[src/rtl/wdt_pkg.sv]
package wdt_pkg;

  // Status encoding: [1] arm bit, [0] interrupt status bit
  typedef enum logic [1:0] {
    ST_IDLE     = 2'b00,
    ST_IRQ_ONLY = 2'b01,
    ST_ARMED    = 2'b10,
    ST_FULL     = 2'b11
  } wdt_stage_e;

  // Strobes from control to datapath
  typedef struct packed {
    logic setArm;
    logic setIrq;
    logic clrArm;
    logic clrIrq;
    logic fireRst;
  } wdt_strobe_t;

endpackage

[src/rtl/wdt_datapath.sv]
module wdt_datapath #(
  parameter int PER_BASE_LOG = 17,
  parameter int PER_STEP_LOG = 4,
  parameter int SEL_W        = 2
) (
  input  logic                clk,
  input  logic                rst_n,
  input  logic                tbTick,
  input  logic [SEL_W-1:0]    perSel,
  input  wdt_pkg::wdt_strobe_t strobe,
  output logic                expire,
  output logic [1:0]          stsQ,
  output logic                rstReqQ
);
  localparam int NUM_SEL = 1 << SEL_W;
  localparam int MAX_LOG = PER_BASE_LOG + PER_STEP_LOG * (NUM_SEL - 1);

  logic [MAX_LOG-1:0] limitTab [NUM_SEL];
  logic [MAX_LOG-1:0] tickCnt;
  logic [MAX_LOG-1:0] curLimit;

  // Last count value of each interval: 2^log - 1
  for (genvar g = 0; g < NUM_SEL; g++) begin : g_limit
    localparam int LOGV = PER_BASE_LOG + PER_STEP_LOG * g;
    assign limitTab[g] = {MAX_LOG{1'b1}} >> (MAX_LOG - LOGV);
  end

  assign curLimit = limitTab[perSel];
  assign expire   = tbTick && (tickCnt >= curLimit);

  always_ff @(posedge clk or negedge rst_n) begin
    if (!rst_n) begin
      tickCnt <= '0;
    end else if (expire) begin
      tickCnt <= '0;
    end else if (tbTick) begin
      tickCnt <= tickCnt + 1'b1;
    end
  end

  always_ff @(posedge clk or negedge rst_n) begin
    if (!rst_n) begin
      stsQ    <= 2'b00;
      rstReqQ <= 1'b0;
    end else begin
      stsQ    <= (stsQ & ~{strobe.clrArm, strobe.clrIrq})
               | {strobe.setArm, strobe.setIrq};
      rstReqQ <= strobe.fireRst;
    end
  end
endmodule

[src/rtl/wdt_control.sv]
module wdt_control (
  input  logic                 expire,
  input  logic [1:0]           stsQ,
  input  logic                 stsWrEn,
  input  logic [1:0]           stsWrData,
  output wdt_pkg::wdt_strobe_t strobe
);
  import wdt_pkg::*;

  logic [1:0] effSts;

  always_comb begin
    strobe        = '0;
    strobe.clrArm = stsWrEn && stsWrData[1];
    strobe.clrIrq = stsWrEn && stsWrData[0];
    effSts        = stsQ & ~{strobe.clrArm, strobe.clrIrq};
    if (expire) begin
      unique case (wdt_stage_e'(effSts))
        ST_IDLE, ST_IRQ_ONLY: strobe.setArm  = 1'b1;
        ST_ARMED:             strobe.setIrq  = 1'b1;
        ST_FULL:              strobe.fireRst = 1'b1;
        default:              strobe.setArm  = 1'b0;
      endcase
    end
  end
endmodule

[src/rtl/watchdog_two_stage.sv]
module watchdog_two_stage #(
  parameter int PER_BASE_LOG = 17,
  parameter int PER_STEP_LOG = 4
) (
  input  logic       clk,
  input  logic       rst_n,
  input  logic       tbTick,
  input  logic [1:0] perSel,
  input  logic       irqEn,
  input  logic       stsWrEn,
  input  logic [1:0] stsWrData,
  output logic [1:0] status,
  output logic       wdIrq,
  output logic       rstReq
);
  wdt_pkg::wdt_strobe_t strobe;
  logic                 expire;
  logic [1:0]           stsQ;

  wdt_datapath #(
    .PER_BASE_LOG(PER_BASE_LOG),
    .PER_STEP_LOG(PER_STEP_LOG),
    .SEL_W       (2)
  ) u_dp (
    .clk    (clk),
    .rst_n  (rst_n),
    .tbTick (tbTick),
    .perSel (perSel),
    .strobe (strobe),
    .expire (expire),
    .stsQ   (stsQ),
    .rstReqQ(rstReq)
  );

  wdt_control u_ctl (
    .expire   (expire),
    .stsQ     (stsQ),
    .stsWrEn  (stsWrEn),
    .stsWrData(stsWrData),
    .strobe   (strobe)
  );

  assign status = stsQ;
  assign wdIrq  = stsQ[0] && irqEn;
endmodule

[config.mk]
export PLATFORM = sky130hd
export DESIGN_NAME = watchdog_two_stage
export DESIGN_NICKNAME = d
export VERILOG_FILES = /design/src/rtl/wdt_pkg.sv /design/src/rtl/wdt_datapath.sv /design/src/rtl/wdt_control.sv /design/src/rtl/watchdog_two_stage.sv
export SDC_FILE = /design/constraint.sdc
export NUM_CORES = 1
export LEC_CHECK = 0
export BUFFER_PORTS_ARGS = -buffer_cell sky130_fd_sc_hd__buf_2
export CAP_MARGIN = 20
export CORE_ASPECT_RATIO = 0.9
export CORE_UTILIZATION = 50
export CTS_BUF_LIST = sky130_fd_sc_hd__clkbuf_8
export DETAILED_ROUTE_END_ITERATION = 12
export MAX_ROUTING_LAYER = met4
export PLACE_DENSITY = 0.74
export SLEW_MARGIN = 25
export SYNTH_ARGS = -nofsm -noshare
export SYNTH_HDL_FRONTEND = slang
export SYNTH_SLANG_ARGS = --single-unit
[constraint.sdc]
create_clock -name clk -period 6.5 [get_ports clk]
set_clock_uncertainty 0.05 [all_clocks]
set_input_delay 1.625 -clock clk [delete_from_list [all_inputs] [get_ports clk]]
set_output_delay 1.625 -clock clk [all_outputs]
set_load 0.005 [all_outputs]
; ---- Word level (Yosys, flattened, before mapping)
; Cells that the tools add are included.
[op_classes]
muxes = 10
bitwise = 4
reduce_logical = 7
n_addsub = 1
eq_ne = 3
n_lt_le_gt_ge = 2
[ops]
columns = operator, n
row1 = $mux W29, 4
row2 = $bmux W29 S2, 1
row3 = $add A29 B1 Y29 const B, 1
row4 = $ge A29 B29 Y1, 1
row5 = $eq A2 B2 Y1 const B, 2
row6 = $logic_and A1 B1 Y1, 4
row7 = $mux W1, 4
row8 = $ge A3 B3 Y1 const B, 1
row9 = $not A2 Y3, 1
row10 = $and A2 B2 Y2, 1
row11 = $eq A2 B1 Y1 const B, 1
row12 = $logic_not A2 Y1, 1
row13 = $mux W2, 1
row14 = $not A2 Y2, 1
row15 = $or A2 B2 Y2, 1
row16 = $reduce_bool A2 Y1, 1
row17 = $reduce_or A2 Y1, 1
[word_totals]
in_bits = 9
word_cells = 30
reg_bits = 32

; ---- Logic depth before layout (Yosys ltp)
; Gate-level depths: netlist of the first run.
[depth]
depth_word = 8
depth_mapped = 8
ltp_nobuf = 7

; ---- Modules after synthesis
; A second synthesis of the first run with hierarchy kept.
[unflattened]
hier_cells = 206
hier_area_um2 = 1956.9
[by_module_without_submodules]
columns = module, area_each_um2, seq_area_each_um2, cells_each, n_inst
row1 = wdt_datapath, 1898.1, 800.8, 196, 1
row2 = wdt_control, 52.6, 0.0, 9, 1
row3 = watchdog_two_stage, 6.3, 0.0, 1, 1

; ---- Worst setup path after synthesis of the first run
; No wires, ideal clock.
[synth_path]
path_type = in2reg
start = in perSel[0]
end = reg u_dp.stsQ[0]
setup_time_ns = 0.126
slack_ns = 3.039
cell_stages = 7
n_path_buf = 0
arrival_ns = 3.285
cell_sequence = nand2_1 -> ha_1 -> a21oi_1 -> nand2_1 -> a221oi_2 -> a21oi_4 -> a311o_1
[synth_via]
elab_chain_cells = 8
[synth_rtl]
columns = item, line_no
row1 = from (decl), watchdog_two_stage.sv:8  ; input logic [1:0] perSel,
row2 = $not A2 Y3 (not written as such), wdt_datapath.sv:28  ; assign curLimit = limitTab[perSel];
row3 = $bmux W29 S2, wdt_datapath.sv:28
row4 = $mux W29 (not written as such) (2 in series), wdt_datapath.sv:28
row5 = $ge A29 B29 Y1, wdt_datapath.sv:29  ; assign expire = tbTick && (tickCnt >= curLimit);
row6 = $logic_and A1 B1 Y1, wdt_datapath.sv:29
row7 = $mux W2, wdt_control.sv:17  ; if (expire) begin
row8 = $or A2 B2 Y2, wdt_datapath.sv:47  ; | {strobe.setArm, strobe.setIrq};
row9 = to (signal assigned), wdt_datapath.sv:46  ; stsQ <= (stsQ & ~{strobe.clrArm, strobe.clrIrq})
row10 = to (decl), wdt_datapath.sv:12  ; output logic [1:0] stsQ,
; Every way passes these cells. The select of a mux whose other input is x is not followed.
; A chain may end at the register's enable or synchronous reset.

==> results of run 1 <==
-- sequential cells by signal (all words and copies together) (netlist names) --
register      flops
u_dp.stsQ         2
u_dp.tickCnt     29
u_dp.rstReqQ      1
-- per-stage QoR --
stage | hold slack (ps) | util | setup slack (ps)
4_1_cts | 489 | 0.566 | 2690
5_1_grt | 510 | 0.566 | 2430
3_5_place_dp | 479 | 0.536 | 2400
3_3_place_gp | 467 | 0.536 | 2520
2_1_floorplan | 448 | - | 3040
6_report | 482 | 0.566 | 2670
-- cell usage in the layout, fill, tap and decap left out, types with 2 or more instances in the layout --
master	n
a21oi_1	5
a31oi_1	2
and3_1	4
and4_1	2
buf_2	12
clkbuf_8	5
dfrtp_1	32
ha_1	9
inv_1	13
mux2i_1	2
nand2_1	17
nand3_1	10
nand4_1	7
nor2_1	34
nor3_1	6
nor4_1	8
o21ai_0	3
or2_2	3
xnor2_1	22
xor2_1	2
-- final cells by class --
class                           instances  area [um2]  area share
Clock buffer                            5        68.8      0.0328
Clock inverter                          3        42.5      0.0203
Inverter                               13        48.8      0.0233
Multi-Input combinational cell        155        1020       0.486
Sequential cell                        32         801       0.382
Tap cell                               46        57.6      0.0274
Timing Repair Buffer                   12        60.1      0.0286
-- worst max-delay path: cells and delay by family --
kind	cells	cell delay, ps
compound gates	3	1380
simple gates	3	530
fa+ha+maj	1	360
buf+inv	1	90
-- metal layers --
| metal | share of wire | global-route usage |
|---|---|---|
| met1 | 0.49 | 0.268 |
| met2 | 0.47 | 0.313 |
| met3 | 0.035 | 0.0564 |
| met4 | 0.0091 | 0.0790 |
| met5 | 0 | - |
-- kinds of logic (layout without fill, tap and decap cells) --
logic type | count (synthesis) | count (layout)
buffers and inverters | 21 | 33
AO/OA/AOI/OAI | 21 | 21
multiplexers | 2 | 2
XOR/XNOR | 24 | 24
flip-flops | 32 | 32
adder cells (fa/ha/maj) | 9 | 9
AND/OR/NAND/NOR | 99 | 99
-- worst paths after layout --
| path | start | cells past startpoint | end |
|---|---|---|---|
| worst max register to register | u_dp.tickCnt[27] | 6 | u_dp.rstReqQ |
| max in group asynchronous | rst_n | 1 | u_dp.tickCnt[18] |
| worst min-delay path | u_dp.tickCnt[0] | 1 | u_dp.tickCnt[0] |
| worst min register to register | u_dp.tickCnt[0] | 1 | u_dp.tickCnt[0] |
| worst max-delay path | perSel[1] | 8 | u_dp.rstReqQ |
| min in group asynchronous | rst_n | 1 | u_dp.tickCnt[20] |
-- power by group --
part           internal, uW  switching, uW  total (uW)  leakage [uW]
clock                   113           74.3         188     0.0000541
sequential              214           19.0         233      0.000439
combinational          23.7           31.6        55.3      0.000439
==> metrics.md, run 1 <==
| Metric | Value |
|---|---|
| Worst-case clock buffer depth | 2 |
| Placed Area | 0.00199 mm2 |
| Synth Flop Type | dfrtp_1 |
| Grt total ovfl | 0 |
| Hold Path Class | reg -> reg |
| CTS root buf | clkbuf_8 |
| Worst Path Max Fanout | 27 |
| Post-Route Setup TNS | 0 ps |
| Final Max Slew Viols | 0 |
| CP arrival | 4010 ps |
| Fraction of layout cells with a size suffix above 1 | 0.150 |
| Result of the run | complete, no violations |
| Syn Inst Count | 208 |
| Inserted Clock Buffers | 5 |
| First-pass GRT wire length | 5950 um |
| Area Growth Syn to Fin | 8.83% |
| CP peak stage delay | 640 ps |
| CP Cell Sequence | buf_2, nand2_1, ha_1, nand4_1, a2111oi_2, o211ai_2, a21oi_4, and4_1 |
| DP Wirelength | 2410 um |
| Fin crit share | 0.590 |
| Setup CP Type | in -> reg |
| Synth Warn # | 0 |
| Seq/Total Area, Yosys | 0.416 |
| Via Count | 1459 |
| CTS tree | yes |
| Reg-to-reg slack, setup | 3830 ps |
| Starting Density | 0.520 |
| Adder-Cell Fraction of Synth Area | 0.0584 |
| Core area | 0.00370 mm2 |
| Detail Route Antenna Nets | 0 |
| Post-DR vias/cell | 5.48 |
| RSZ-0062 raised after global routing | false |
| Vias in the first global route | 1326 |
| Largest family of logic cells by synthesized area | simple AND/OR/NAND/NOR gates |
| Async SR Flop Fraction | 1.00 |
| Max-Cap Viols | 0 |
| Slew @ Worst Pin | 720 ps |
| Peak VDD IR | 0.000135 V |
| Post-synth EDFFs | 0 |
| Final hold vios | 0 |
| Post-synth top area share | 0.416 |
| XOR/XNOR Fraction of Synth Area | 0.109 |
| Startpoint types | input port |
| Die Ht | 60.9 um |
| Synth area leaders | dfrtp_1, xnor2_1, nor2_1, ha_1, nand2_1 |
| I/O pin cnt | 13 |
| Total of fill cells in the finished design | 327 |
| Leading area contributor after synthesis | dfrtp_1 |
| Syn_area_per_cell | 9.26 um2 |
| CP max-delay cell | a21oi_4 |
| Synth Area in Simple Gates | 0.264 |
| Number of synthesized register bits | 32 |
| Antenna violations before repair | 0 |
| Number of gates resized after CTS | 0 |
| Worst-Skew Late Latency | 280 ps |
| # nets final | 237 |
| FMAX | 0.261 GHz |
| First-pass DRT Iterations | 4 |
| Full die area | 0.00411 mm2 |
| Global placement routability congestion | 0.793 |
| Pin count of the biggest net entering global routing | 33 |
| Number of port buffers | 12 |
| Post-synth top cells | nor2_1, dfrtp_1, xnor2_1 |
| # diodes | 0 |
| DRC | 0 |
| Worst EP required | 6670 ps |
| Clk slew on worst S/H paths | 70 ps |
| Rows | 21 |
| Post-synthesis mux area share | 0.0104 |
| Die width | 67.4 um |
| Non-filler cells, final | 266 |
| Initial DRC Count | 53 |
| # placed instances | 258 |
| Wire per inst | 13.2 um |
| Most frequent cell after synthesis | nor2_1 |
| Synthesized cell area | 0.00193 mm2 |
| Netlist cell types | 42 |
| Clock sink count | 32 |
| Pwr dens | 227 mW/mm2 |
| Final Cell Area | 0.00210 mm2 |
| Compound-Gate Fraction of Synth Area | 0.0870 |
| Overall routing resource usage | 0.208 |
| Total power | 476 uW |
| Cts hold-fix bufs | 0 |
| Pleak | 0.000932 uW |
| Routed wire length | 3520 um |
| H-tree level count | 2 |
| Slew Limit Headroom | 0.520 |
| Final setup fails | 0 |
| Post-CTS Setup Repair Bufs | 0 |
| Final Critical Period | 3830 ps |
| Worst setup EP type | register |
| Net Count, Synth | 226 |
Power figures use the tool's default switching activity.
==> run 2, diff against run 1 <==
clock period = 3.53 ns   (was 6.5 ns; I/O delays follow)
==> run 2 against run 1 <==
  * Hold slack better by 1.7 ps
  * Design area is 1.8% higher
  * Clock power is 100% higher
  * Critical path type unchanged
==> metrics.md, run 2 (synthesized netlist as in run 1, its figures left out) <==
| Metric | Value |
|---|---|
| Multi-input gate area | 0.00102 mm2 (unchanged) |
| # diodes | 0 (unchanged) |
| Slew @ Worst Pin | 696 ps (-23.3 ps) |
| Cts hold-fix bufs | 0 (unchanged) |
| Grt total ovfl | 0 (unchanged) |
| FF-to-FF Start | u_dp.tickCnt[27] |
| First-pass DRT Iterations | 4 (unchanged) |
| # nets final | 240 (+1.3%) |
| Routed wire length | 3690 um (+4.6%) |
| Antenna violations before repair | 0 (unchanged) |
| Worst EP required | 3650 ps (-3020 ps) |
| Largest register FFs | 29 (unchanged) |
| Pwr dens | 432 mW/mm2 (+90%) |
| Max-Cap Viols | 0 (unchanged) |
| CTS root buf | clkbuf_8 |
| Fin crit share | 0.824 |
| FMAX | 0.344 GHz |
| Worst setup EP type | register |
| Post-place setup slack | 347 ps (-2050 ps) |
| Commonest non-fill, non-tap cell in the layout | nor2_1 |
| Rows | 21 (unchanged) |
| Total of fill cells in the finished design | 329 (+0.61%) |
| Worst R2R End | u_dp.tickCnt[20] |
| Die Ht | 60.9 um (unchanged) |
| Most frequent cells in the layout | nor2_1, dfrtp_1, xnor2_1 |
| CP max-delay cell | a2111oi_2 |
| I/O pin cnt | 13 (unchanged) |
| Setup CP Type | in -> reg |
| Top Registers | u_dp.tickCnt x29, u_dp.stsQ x2, u_dp.rstReqQ x1 |
| Initial DRC Count | 105 (+98%) |
| Critical Path Start | perSel[1] |
| Post-CTS Setup Repair Bufs | 0 (unchanged) |
| CP Cell Sequence | buf_2, nand2_1, ha_1, nand4_1, a2111oi_2, o211ai_2, a21oi_4, buf_4, nor2_1 |
| Worst-case clock buffer depth | 2 (unchanged) |
| Endpoint of the worst hold path | u_dp.tickCnt[0] |
| Result of the run | complete, no violations |
| Fraction of layout cells with a size suffix above 1 | 0.161 (+0.0114) |
| CP arrival | 3030 ps (-980 ps) |
| Worst Path Max Fanout | 15 (-44%) |
| Hold Path Class | reg -> reg |
| Reg2reg path depth | 7 (+1) |
| Worst setup margin | 621 ps (-2050 ps) |
| Global placement routability congestion | 0.869 (+9.6%) |
| # placed instances | 261 (+1.2%) |
| Vias in the first global route | 1388 (+4.7%) |
| Area Growth Syn to Fin | 10.8% |
| Delay-heaviest family, CP | compound AO/OA/AOI/OAI gates |
| Pin count of the biggest net entering global routing | 33 (unchanged) |
| Number of port buffers | 12 (unchanged) |
| DRC | 0 (unchanged) |
| Full die area | 0.00411 mm2 (unchanged) |
| Post-DR vias/cell | 5.51 (+0.51%) |
| First-pass GRT wire length | 6330 um (+6.3%) |
| Launch point of the worst hold path | u_dp.tickCnt[0] |
| Clk slew on worst S/H paths | 70 ps (about the same) |
| CP peak stage delay | 450 ps (-190 ps) |
| Pleak | 0.000957 uW (+2.7%) |
| Hold Path Depth | 1 (unchanged) |
| DP Wirelength | 2630 um (+9.1%) |
| Worst-Skew Late Latency | 290 ps (about the same) |
| CTS tree | yes |
| Overall routing resource usage | 0.222 (+0.0139) |
| Via Count | 1483 (+1.6%) |
| Core area | 0.00370 mm2 (unchanged) |
| H-tree level count | 2 (unchanged) |
| Reg-to-reg slack, setup | 1010 ps (-2820 ps) |
| Critical path buffers and inverters | 2 (+1) |
| Slew Limit Headroom | 0.536 (+0.0155) |
| Final Max Slew Viols | 0 (unchanged) |
| Startpoint types | input port |
| Inserted Clock Buffers | 5 (unchanged) |
| Number of gates resized after CTS | 0 (unchanged) |
| Final hold vios | 0 (unchanged) |
| Reg area | 801 um2 (unchanged) |
| Post-Route Setup TNS | 0 ps (unchanged) |
| Largest Register | u_dp.tickCnt |
| Peak VDD IR | 0.000294 V (+120%) |
| RSZ-0062 raised after global routing | false |
| Final setup fails | 0 (unchanged) |
| Die width | 67.4 um (unchanged) |
| Wire per inst | 13.7 um (+3.5%) |
| Clock sink count | 32 (unchanged) |
| Detail Route Antenna Nets | 0 (unchanged) |
| Final Critical Period | 2910 ps |
| Non-filler cells, final | 269 (+1.1%) |
| Starting Density | 0.520 (unchanged) |
run 2: changes by cell type in the layout (fill, tap and decap cells not counted), sizes merged:
cell,previous run,this run
buf,12,15
clkbuf,5,7
clkinv,1,0
clkinvlp,1,0
run 2: cell type report:
cell class,instances,area share
Sequential cell,32,0.375
Timing Repair Buffer,15,0.0387
Multi-Input combinational cell,155,0.477
Inverter,13,0.0229
Clock inverter,1,0.0141
Tap cell,46,0.0270
Clock buffer,7,0.0451
run 2: power by group:
| group | leakage [uW] | internal (uW) | switching (uW) | total, uW |
|---|---|---|---|---|
| sequential | 0.000439 | 394 | 36.5 | 431 |
| clock | 0.0000645 | 249 | 136 | 385 |
| combinational | 0.000454 | 47.0 | 59.3 | 106 |
| total | 0.000957 | 690 | 232 | 922 |
run 2: worst max-delay path by stage:
stage / end / slack [ps] / cells after the start
floorplan: u_dp.stsQ[0] / 810 / 7
global placement: u_dp.tickCnt[9] / 450 / 9
detailed placement: u_dp.tickCnt[13] / 350 / 9
CTS: u_dp.tickCnt[13] / 650 / 9
global route: u_dp.tickCnt[13] / 440 / 9
finish: u_dp.tickCnt[20] / 620 / 9
run 2: per-stage QoR:
step / cell area, um2 / power, uW / util / hold slack [ps]
floorplan: 1930 / 502 / - / 448
global placement: 2010 / 540 / 0.542 / 479
detailed placement: 2010 / 544 / 0.542 / 475
CTS: 2130 / 932 / 0.576 / 486
global route: 2130 / 969 / 0.576 / 523
finish: 2130 / 922 / 0.576 / 484
run 2: per-layer routing:
metal | vias to the layer above | global-route usage | share of wire
met5 | - | - | 0
met4 | 0 | 0.0942 | 0.018
met3 | 6 | 0.0714 | 0.033
met2 | 22 | 0.319 | 0.44
met1 | 707 | 0.287 | 0.51
li1 | 748 | - | -
==> run 3, diff against run 2 <==
ABC_AREA = 1   (was unset)
clock period = 3 ns   (was 3.53 ns; I/O delays follow)
==> run 3 against run 2 <==
  * Sequential power up 33%
  * Worst setup slack gained 190 ps
  * Routed wire length up 6.4%
  * Sequential share of layout area shrank 0.26 points
  * Power up 23%
  * Die area grew 2.5%
  * Critical endpoint is now u_dp.tickCnt[5]
  * Global-route usage is 0.47 points lower
  * Highest routed layer unchanged
==> metrics.md, run 3 <==
| Metric | Value |
|---|---|
| Post-synth top cells | nand2_1, nor2_1, dfrtp_1 |
| FMAX | 0.457 GHz |
| Die width | 68.3 um (+1.3%) |
| Netlist cell types | 23 (-45%) |
| Pwr dens | 529 mW/mm2 (+22%) |
| I/O pin cnt | 13 (unchanged) |
| Hold Path Class | reg -> reg |
| Minimum hold slack | 451 ps (-33.1 ps) |
| Full die area | 0.00421 mm2 (+2.5%) |
| Commonest non-fill, non-tap cell in the layout | nand2_1 |
| Post-Route Setup TNS | 0 ps (unchanged) |
| CTS root buf | clkbuf_8 |
| Async SR Flop Fraction | 1.00 (unchanged) |
| Syn_area_per_cell | 7.49 um2 (-19%) |
| Synth Warn # | 0 (unchanged) |
| First-pass DRT Iterations | 4 (unchanged) |
| Cts hold-fix bufs | 0 (unchanged) |
| Number of port buffers | 12 (unchanged) |
| Synth area leaders | dfrtp_1, nand2_1, nor2_1, ha_1, xor2_1 |
| Number of synthesized register bits | 32 (unchanged) |
| Wire per inst | 12.0 um (-12%) |
| Number of gates resized after CTS | 0 (unchanged) |
| Final hold vios | 0 (unchanged) |
| RSZ-0062 raised after global routing | false |
| DRC | 0 (unchanged) |
| Setup CP Type | in -> reg |
| First-pass GRT wire length | 6440 um (+1.7%) |
| Post-DR vias/cell | 5.15 (-6.6%) |
| Core area | 0.00376 mm2 (+1.4%) |
| Final Critical Period | 2190 ps |
| Result of the run | complete, no violations |
| CP max-delay cell | ha_1 |
| Post-synth EDFFs | 0 (unchanged) |
| CP Cell Sequence | buf_2, nand2_1, ha_1, nand2_1, nor2_1, nand4_1, nor2_1, nand2_2, a21oi_4, buf_4, nor2_1 |
| Fraction of layout cells with a size suffix above 1 | 0.107 (-0.0547) |
| Syn Inst Count | 264 (+27%) |
| # nets final | 299 (+25%) |
| Post-synth top area share | 0.405 (-0.0105) |
| Overall routing resource usage | 0.218 (-0.00474) |
| CP peak stage delay | 320 ps (-130 ps) |
| # diodes | 0 (unchanged) |
| Initial DRC Count | 83 (-21%) |
| Startpoint types | input port |
| Largest Register | u_dp.tickCnt |
| Vias in the first global route | 1457 (+5.0%) |
| Pin count of the biggest net entering global routing | 33 (unchanged) |
| Antenna violations before repair | 0 (unchanged) |
| Starting Density | 0.526 (+0.00605) |
| Total power | 1140 uW (+23%) |
| Final setup fails | 0 (unchanged) |
| Worst-Skew Late Latency | 290 ps (about the same) |
| Max-Cap Viols | 0 (unchanged) |
| Slew Limit Headroom | 0.525 (-0.0108) |
| Net Count, Synth | 282 (+25%) |
| Worst Path Max Fanout | 27 (+12) |
| Final Max Slew Viols | 0 (unchanged) |
| Seq/Total Area, Yosys | 0.405 (-0.0105) |
| Post-CTS Setup Repair Bufs | 0 (unchanged) |
| CTS tree | yes |
| Routed wire length | 3920 um (+6.4%) |
| Most frequent cell after synthesis | nand2_1 |
| Die Ht | 61.7 um (+1.2%) |
| Inserted Clock Buffers | 5 (unchanged) |
| Clk slew on worst S/H paths | 60 ps (about the same) |
| Synth Flop Type | dfrtp_1 |
| Clock sink count | 32 (unchanged) |
| Via Count | 1683 (+13%) |
| Leading area contributor after synthesis | dfrtp_1 |
| Most frequent cells in the layout | nand2_1, nor2_1, dfrtp_1 |
| DP Wirelength | 2840 um (+8.2%) |
| Detail Route Antenna Nets | 0 (unchanged) |
| CP arrival | 2290 ps (-740 ps) |
| Peak VDD IR | 0.000322 V (+9.3%) |
| Worst setup EP type | register |
| Slew @ Worst Pin | 713 ps (+16.2 ps) |
| Worst EP required | 3110 ps (-540 ps) |
| Area Growth Syn to Fin | 8.73% |
| Pleak | 0.00102 uW (+6.4%) |
| Largest register FFs | 29 (unchanged) |
| Worst-case clock buffer depth | 2 (unchanged) |
| Rows | 21 (unchanged) |
| Fin crit share | 0.729 |
| Synthesized cell area | 0.00198 mm2 (+2.6%) |
| H-tree level count | 2 (unchanged) |
| Most frequent CP cell | nor2_1 |
| Grt total ovfl | 0 (unchanged) |
| Top Registers | u_dp.tickCnt x29, u_dp.stsQ x2, u_dp.rstReqQ x1 |
| Global placement routability congestion | 0.832 (-4.2%) |
run 3: per-layer routing:
layer	vias up	routed length [um]	track usage
met4	0	43	0.0625
met5	-	0	-
met3	6	117	0.0500
met1	763	2030	0.294
met2	33	1730	0.324
li1	881	-	-
run 3: cells by family (layout without fill, tap and decap cells):
kind of cell,count (synthesis),in the layout,share of synthesized area
AND/OR/NAND/NOR,170,170,0.370
flip-flops,32,32,0.405
buffers and inverters,25,42,0.0570
XOR/XNOR,16,16,0.0709
multiplexers,1,1,0.00506
adder cells (fa/ha/maj),9,9,0.0570
AO/OA/AOI/OAI,11,11,0.0348
run 3: path summary, 6_finish.rpt:
path | startpoint | endpoint | slack [ps] | cells past startpoint
max | perSel[1] | u_dp.tickCnt[5] | 810 | 11
min | u_dp.stsQ[1] | u_dp.stsQ[1] | 450 | 2
max reg2reg | u_dp.tickCnt[22] | u_dp.tickCnt[5] | 1050 | 7
min reg2reg | u_dp.stsQ[1] | u_dp.stsQ[1] | 450 | 2
max in group asynchronous | rst_n | u_dp.tickCnt[4] | 1980 | 1
min in group asynchronous | rst_n | u_dp.tickCnt[18] | 460 | 1
run 3: stage by stage:
| stage | instance area, um2 | cells | utilization | setup WS (ps) |
|---|---|---|---|---|
| global route | 2150 | 327 | 0.572 | 577 |
| finish | 2150 | 327 | 0.572 | 814 |
| global placement | 2070 | 320 | 0.551 | 578 |
| CTS | 2150 | 327 | 0.572 | 816 |
| detailed placement | 2070 | 320 | 0.551 | 525 |
| floorplan | 1980 | 264 | - | 804 |
run 3: layout make-up:
type	instances	area (um2)
multi-input combinational	207	1060
inverter	22	82.6
fill	372	1610
clock buffer	5	68.8
sequential	32	801
tap	46	57.6
timing repair buffer	13	67.6
clock inverter	2	8.76
run 3: critical path, delay by kind of cell:
kind	cells	cell delay [ps]
adders and majority gates	1	320
and+or+nand+nor	7	700
buffers and inverters	2	390
AOI/OAI and AO/OA	1	120
run 3: report_power, final:
group          switching [uW]  internal (uW)  total (uW)  leakage, uW
Sequential               75.0            497         572     0.000437
Clock                     152            154         306    0.0000452
Combinational             152            105         258     0.000536
